==> src/rtl/dac_regbank_pkg.sv <==
package dac_regbank_pkg;

  typedef enum logic [1:0] {
    SRC_NONE = 2'd0,
    SRC_SW   = 2'd1,
    SRC_PIN  = 2'd2
  } load_src_e;

  // choose the single source of a load event for this cycle
  function automatic load_src_e pick_src(input logic pin_mode,
                                         input logic pin_fall,
                                         input logic sw_cmd);
    load_src_e s;
    s = SRC_NONE;
    if (pin_mode) begin
      if (pin_fall) s = SRC_PIN;
    end else if (sw_cmd) begin
      s = SRC_SW;
    end
    return s;
  endfunction

  // a fresh write wins over a load clearing the flag
  function automatic logic next_pending(input logic wr,
                                        input logic ld,
                                        input logic cur);
    logic n;
    n = cur;
    if (wr)      n = 1'b1;
    else if (ld) n = 1'b0;
    return n;
  endfunction

endpackage

==> src/rtl/dac_load_sync.sv <==
module dac_load_sync #(
  parameter int STAGES = 2
) (
  input  logic clk,
  input  logic rst_n,
  input  logic ldac_n,
  output logic fall_o
);
  localparam int CHAIN_W = STAGES + 1;

  // [STAGES-1:0] synchronise, [STAGES] keeps the previous synchronised level
  logic [CHAIN_W-1:0] chain_q;

  always_ff @(posedge clk or negedge rst_n) begin
    if (!rst_n) chain_q <= '1;
    else        chain_q <= {chain_q[CHAIN_W-2:0], ldac_n};
  end

  assign fall_o = chain_q[CHAIN_W-1] & ~chain_q[CHAIN_W-2];

endmodule

==> src/rtl/dac_load_ctrl.sv <==
module dac_load_ctrl
  import dac_regbank_pkg::*;
#(
  parameter int NUM_CH = 4
) (
  input  logic              pin_mode,
  input  logic              pin_fall,
  input  logic              sw_cmd,
  input  logic [NUM_CH-1:0] sw_mask,
  input  logic [NUM_CH-1:0] pending,
  output logic [NUM_CH-1:0] event_vec,
  output logic [NUM_CH-1:0] load_vec
);
  load_src_e src;

  always_comb begin
    src = pick_src(pin_mode, pin_fall, sw_cmd);
    unique case (src)
      SRC_PIN: event_vec = '1;
      SRC_SW:  event_vec = sw_mask;
      default: event_vec = '0;
    endcase
  end

  // only channels with untransferred data are touched
  assign load_vec = event_vec & pending;

endmodule

==> src/rtl/dac_chan.sv <==
module dac_chan
  import dac_regbank_pkg::*;
#(
  parameter int CODE_W = 12
) (
  input  logic              clk,
  input  logic              rst_n,
  input  logic              wr_hit,
  input  logic [CODE_W-1:0] wr_data,
  input  logic              load,
  output logic [CODE_W-1:0] code_o,
  output logic              pend_o
);
  logic [CODE_W-1:0] stage_q;
  logic [CODE_W-1:0] live_q;
  logic              pend_q;

  always_ff @(posedge clk or negedge rst_n) begin
    if (!rst_n) begin
      stage_q <= '0;
      live_q  <= '0;
      pend_q  <= 1'b0;
    end else begin
      if (load)   live_q  <= stage_q;   // old staged value on a collision
      if (wr_hit) stage_q <= wr_data;
      pend_q <= next_pending(wr_hit, load, pend_q);
    end
  end

  assign code_o = live_q;
  assign pend_o = pend_q;

endmodule

==> src/rtl/quad_dac_regbank.sv <==
module quad_dac_regbank #(
  parameter  int NUM_CH      = 4,
  parameter  int CODE_W      = 12,
  parameter  int SYNC_STAGES = 2,
  localparam int ADDR_W      = (NUM_CH > 1) ? $clog2(NUM_CH) : 1
) (
  input  logic                     clk,
  input  logic                     rst_n,
  input  logic                     wr_en,
  input  logic [ADDR_W-1:0]        wr_addr,
  input  logic [CODE_W-1:0]        wr_data,
  input  logic                     sw_load,
  input  logic [NUM_CH-1:0]        sw_mask,
  input  logic                     pin_load_en,
  input  logic                     ldac_n,
  output logic [NUM_CH*CODE_W-1:0] dac_code,
  output logic [NUM_CH-1:0]        pending
);
  // named internal events, visible to the bound checker
  logic              pin_fall;
  logic [NUM_CH-1:0] wr_hit;
  logic [NUM_CH-1:0] event_vec;
  logic [NUM_CH-1:0] load_vec;

  dac_load_sync #(.STAGES(SYNC_STAGES)) i_sync (
    .clk    (clk),
    .rst_n  (rst_n),
    .ldac_n (ldac_n),
    .fall_o (pin_fall)
  );

  dac_load_ctrl #(.NUM_CH(NUM_CH)) i_ctrl (
    .pin_mode  (pin_load_en),
    .pin_fall  (pin_fall),
    .sw_cmd    (sw_load),
    .sw_mask   (sw_mask),
    .pending   (pending),
    .event_vec (event_vec),
    .load_vec  (load_vec)
  );

  for (genvar c = 0; c < NUM_CH; c++) begin : g_ch
    assign wr_hit[c] = wr_en && (wr_addr == ADDR_W'(c));

    dac_chan #(.CODE_W(CODE_W)) i_chan (
      .clk     (clk),
      .rst_n   (rst_n),
      .wr_hit  (wr_hit[c]),
      .wr_data (wr_data),
      .load    (load_vec[c]),
      .code_o  (dac_code[c*CODE_W +: CODE_W]),
      .pend_o  (pending[c])
    );
  end

endmodule

==> config.mk <==
export PLATFORM = sky130hd
export DESIGN_NAME = quad_dac_regbank
export DESIGN_NICKNAME = d
export VERILOG_FILES = /design/src/rtl/dac_regbank_pkg.sv /design/src/rtl/dac_load_sync.sv /design/src/rtl/dac_load_ctrl.sv /design/src/rtl/dac_chan.sv /design/src/rtl/quad_dac_regbank.sv
export SDC_FILE = /design/constraint.sdc
export NUM_CORES = 1
export LEC_CHECK = 0
export ABC_AREA = 1
export BUFFER_PORTS_ARGS = -buffer_cell sky130_fd_sc_hd__buf_2
export CAP_MARGIN = 20
export CELL_PAD_IN_SITES_DETAIL_PLACEMENT = 1
export CELL_PAD_IN_SITES_GLOBAL_PLACEMENT = 1
export CORE_MARGIN = 3
export CORE_UTILIZATION = 45
export DETAILED_ROUTE_END_ITERATION = 8
export MAX_ROUTING_LAYER = met4
export PLACE_DENSITY_LB_ADDON = 0.1
export SETUP_SLACK_MARGIN = 0.05
export SYNTH_ARGS = -nofsm -noshare
export SYNTH_HDL_FRONTEND = slang
export SYNTH_SLANG_ARGS = --single-unit
export TNS_END_PERCENT = 20
==> constraint.sdc <==
create_clock -name clk -period 2.7 [get_ports clk]
set_input_delay 0.135 -clock clk [delete_from_list [all_inputs] [get_ports clk]]
set_output_delay 0.135 -clock clk [all_outputs]
set_load 0.05 [all_outputs]
## Word level (Yosys, flattened, before mapping)

Index checks and enable logic that the tools add are counted.

| storage, ports and cells | value |
|---|---|
| register bits after elaboration | 103 |
| latch bits | 0 |
| RAM bits | 0 |
| memory bits (read-only) | 0 |
| logic and storage cells | 42 |
| memories | 0 |

| cells by class | value |
|---|---|
| add/subtract/negate cells | 0 |
| multipliers | 0 |
| divide/modulo/power cells | 0 |
| magnitude comparators | 0 |
| eq/ne operators | 5 |
| shifts and indexed selects | 0 |
| multiplexer cells | 12 |
| bitwise logic cells | 3 |
| reduce and logical (&&, ||, !) cells | 9 |

Operator list:

| cell | number |
|---|---|
| 1-bit 2-to-1 mux | 9 |
| 4-bit one-hot mux with 2 select lines | 1 |
| 2-bit nonzero test | 4 |
| 2-bit == test, second input constant | 3 |
| 4-bit bitwise AND | 1 |
| 2-bit by 1-bit == test with 1-bit output, second input constant | 2 |
| 1-bit logical AND | 4 |
| 2-bit 2-to-1 mux | 2 |
| 2-bit logical NOT | 1 |
| 1-bit bitwise AND | 1 |
| 1-bit NOT | 1 |

## Logic depth before layout (Yosys ltp)

| depth | value |
|---|---|
| depth after elaboration | 9 |
| depth in mapped cells | 7 |
| mapped depth without buffers | 6 |

## Modules after synthesis

Synthesis repeated with hierarchy kept, for this count alone.

| second synthesis, totals | value |
|---|---|
| cells, all modules | 451 |
| area total of the unflattened synthesis | 3,992.6 µm² |

By module, submodules not included:

| module | times used | cells an instance | area each (µm²) | seq. area each (µm²) |
|---|---|---|---|---|
| dac_chan | 4 | 105 | 948.4 | 625.6 |
| dac_load_sync | 1 | 5 | 88.8 | 78.8 |
| dac_load_ctrl | 1 | 18 | 80.1 | 0.0 |
| quad_dac_regbank | 1 | 8 | 30.0 | 0.0 |

## Worst setup path after synthesis

Ideal clock, no wire load.

| timing path | value |
|---|---|
| kind | reg2reg |
| from | register i_sync.chain_q[2] |
| to | register g_ch[0].i_chan.live_q[0] |
| arrival time | 1,035 ps |
| slack | 1,546 ps |
| cell stages (with the launch flop) | 7 |
| clock period less this slack | 1,154 ps |
| cells stage by stage | dfstp_2 -> nand3_4 -> nand2_2 -> nand2_2 -> buf_6 -> nand2_1 -> nand2_1 |

| on the way | value |
|---|---|
| cells in the longest elaborated chain, start to end | 6 |

Ends and longest elaborated chain:

| element | RTL line | RTL |
|---|---|---|
| start: declaration | dac_load_sync.sv:12 | `logic [CHAIN_W-1:0] chain_q;` |
| start signal: assignment | dac_load_sync.sv:16 | `else chain_q <= {chain_q[CHAIN_W-2:0], ldac_n};` |
| 1-bit bitwise AND * | dac_load_sync.sv:19 | `assign fall_o = chain_q[CHAIN_W-1] & ~chain_q[CHAIN_W-2];` |
| 2-bit 2-to-1 mux * | dac_regbank_pkg.sv:16 | `if (pin_fall) s = SRC_PIN;` |
| 2-bit 2-to-1 mux * | dac_regbank_pkg.sv:15 | `if (pin_mode) begin` |
| 2-bit by 1-bit == test with 1-bit output or 2-bit == test (tied branches) | dac_load_ctrl.sv:18 | `unique case (src)` |
| 4-bit one-hot mux with 2 select lines * | dac_load_ctrl.sv:18 |  |
| 4-bit bitwise AND * | dac_load_ctrl.sv:26 | `assign load_vec = event_vec & pending;` |
| end signal: assignment | dac_chan.sv:24 | `if (load) live_q <= stage_q;` |
| end: declaration | dac_chan.sv:15 | `logic [CODE_W-1:0] live_q;` |

Mark *: on every way between the ends. The rest lies on a longest branch, timed or not.
A chain may end at the register's enable or synchronous reset.

## Worst setup path in the final report

| timing path | value |
|---|---|
| from | register g_ch[1].i_chan.pend_q |
| to | output pending[1] |

RTL lines:

| element | RTL line | RTL |
|---|---|---|
| start: declaration | dac_chan.sv:16 | `logic pend_q;` |
| start signal: assignment | dac_chan.sv:26 | `pend_q <= next_pending(wr_hit, load, pend_q);` |
| end: declaration | quad_dac_regbank.sv:17 | `output logic [NUM_CH-1:0] pending` |

No word-level cell between the ends.

==> summary.txt <==
Routing
  • Max Used Layer: met4
  • DR pass1 iterations: 4
  • Final wirelength: 9756 um
  • Vias/cell: 5.179
  • Met3 Routed Length: 439 um
  • DRC violations left: 0
  • WL met1: 4496 um
  • Vias: 3030
  • Met2 wire len: 4656 um
  • Remaining antenna violation count after routing: 0
  • Iteration-0 DRC count of the detailed router: 165
  • WL/cell: 16.68 um

Setup path
  • WP data required: 2570 ps
  • Critical path launch point type: flip-flop
  • Crit-path leading delay family: flip-flops
  • Crit-path cells: buf_2
  • CP arrival: 1420 ps
  • Critical Path Max Stage Delay: 690 ps
  • CP Launch Point: g_ch[1].i_chan.pend_o
  • CP endpoint kind: output port
  • CP Class: reg -> out
  • Slowest CP cell: dfrtp_1
  • Crit path buf inv count: 1
  • CP Max Fanout: 15
  • Reg-to-Reg Start: i_sync.chain_q[2]

Pwr
  • P_leak: 0.002477 uW
  • PD cells: 1009 nW/um^2
  • Max IR drop VDD: 0.5337 mV

Floorplanning
  • Row count: 33
  • Core area: 8382 sq um
  • Die width: 99.87 um
  • I/O pin count: 76
  • Height of the die: 99.87 um
  • Full die area: 9974 sq um
  • Initial Util: 47.31%

Synth
  • Top-area cell type share of the netlist area: 63.11%
  • Most frequent cells after synthesis: nand2_1 (148), dfrtp_1 (100), nand3_1 (60)
  • Post-Syn Instances: 408
  • Seq cells post-synth: 103
  • Post-synth EDFFs: 0
  • Post-synthesis sequential area ratio: 65.10%
  • Ys async rst share: 100.0%
  • Primary FF master, synth: dfrtp_1
  • Area leader, netlist: dfrtp_1
  • Adder-Cell Fraction of Synth Area: 0%
  • Post-synthesis mux area share: 0%
  • Most frequent cell after synthesis: nand2_1
  • Synth unique cells: 14
  • Mapped Area: 3965 sq um
  • Compound-Gate Fraction of Synth Area: 6.059%
  • Post-synth net total: 432
  • Xor and xnor area share after synthesis: 0%
  • Largest family of logic cells by synthesized area: simple AND/OR/NAND/NOR gates
  • Syn Area/Cell: 9.718 sq um
  • Synth Area in Simple Gates: 23.29%
  • Top area cells in the synthesized netlist: dfrtp_1 (63%), nand2_1 (14%), nand3_1 (7.6%)
  • Yosys warns: 0

Flow run
  • Total of max-cap violations: 0

Global route
  • Grt total ovfl: 0
  • First-pass GRT wire length: 16380 um
  • Gr usage total: 21.87%
  • Number of global-route vias before repair: 3170
  • Largest net degree at the start of global routing: 60
  • Initial antenna violation count: 2

Clock tree
  • # H-tree levels: 3
  • CTS tree: built
  • Clk sink count: 103
  • Post-CTS Setup Bufs: 0
  • Clk pin slew, worst setup/hold paths: 90 ps
  • CTS Buffer Depth: 2
  • Worst-skew pair later-pin latency: 360 ps
  • Clk root buf: clkbuf_8
  • CTS buffer count: 9

STA
  • Rel. slew slack: 46.55%
  • Max Freq: 642.5 MHz
  • Setup violations, final: 0
  • Clock skew: 10.26 ps
  • Crit path time final: 1556 ps
  • Fin. Hold Viols: 0
  • TNS Setup: 0 ps
  • RSZ-0062 raised after global routing: no
  • Worst-margin pin slew: 799.5 ps
  • Final Max Slew Viols: 0
  • Final Cycle Share: 57.64%

Worst hold path
  • Worst Hold Launch: wr_data[8]
  • Worst Hold Class: in -> reg

Cells and area
  • Core Util, Final: 53.98%
  • Nets: 497
  • Share of layout cells above drive strength 1: 21.55%
  • Synth-to-Final Area Change: 14.11%

Placement
  • DPL Wire Length: 6794 um
  • IO buf count: 75
  • Routability cong.: 0.7488

Run status
  • Outcome: finished, final reports clean
[cell usage in the layout, fill, tap and decap left out, drive strengths merged]
cell type    instances
nand2              156
dfrtp              100
buf                 76
nand3               61
o21ai               48
inv                 17
clkbuf              11
dfstp                3
diode                2
clkinv               2
clkinvlp             2
dlygate4sd3          2
[routing by layer]
layer	up-vias	GRT usage, %
li1	1437	-
met1	1511	30.36
met2	66	33.35
met3	16	3.266
met4	0	7.143
met5	-	-
[final cells by class]
class / instances / area (sq um)
diodes: 2 / 5.005
clock buffers: 11 / 131.4
clock inverters: 5 / 33.78
fillers: 1001 / 3857
inverters: 16 / 60.06
multi-input cells: 265 / 1164
flip-flops and latches: 103 / 2581
well taps: 105 / 131.4
repair buffers: 78 / 417.9
[cells by family after synthesis]
kind of cell           after synthesis
AO/OA/AOI/OAI                       48
buffers and inverters               40
flip-flops                         103
AND/OR/NAND/NOR                    217
[worst paths after layout]
path | endpoint | slack [ps] | depth (start not counted)
worst max-delay path | pending[1] | 1140 | 1
worst min-delay path | g_ch[3].i_chan.stage_q[8] | 150 | 3
worst max register to register | g_ch[2].i_chan.code_o[6] | 1230 | 5
worst min register to register | i_sync.chain_q[1] | 360 | 0
max in group asynchronous | g_ch[1].i_chan.pend_o | 1670 | 3
min in group asynchronous | g_ch[3].i_chan.code_o[2] | 310 | 2
[per-stage QoR]
stage	instances	worst slack [ps]	power [uW]	hold WS, ps	cell area (sq um)
final	585	1144	4565	146.2	4524
after global routing	585	1085	4827	170.8	4524
after CTS	583	1144	4612	143.1	4519
after detailed placement	565	1227	3757	181.0	4334
after global placement	565	1275	3697	170.7	4334
after floorplan	408	1546	3323	-160.6	3965
[report_power, final]
part	total [uW]	switching (uW)	internal, uW
clock	862	525	337
sequential	2130	229	1900
combinational	1570	1240	330
[sequential cells by signal, summed over array words and instances, names as in the netlist]
signal and count:
g_ch.i_chan.code_o 48, g_ch.i_chan.pend_o 4, g_ch.i_chan.stage_q 48, i_sync.chain_q 3
[what timing repair did]
item,4_1_cts,5_1_grt
resized for setup,0,0
hold buffers,2,0
hold endpoints to repair,42,0
No activity file was read; power rests on OpenSTA's default activity.
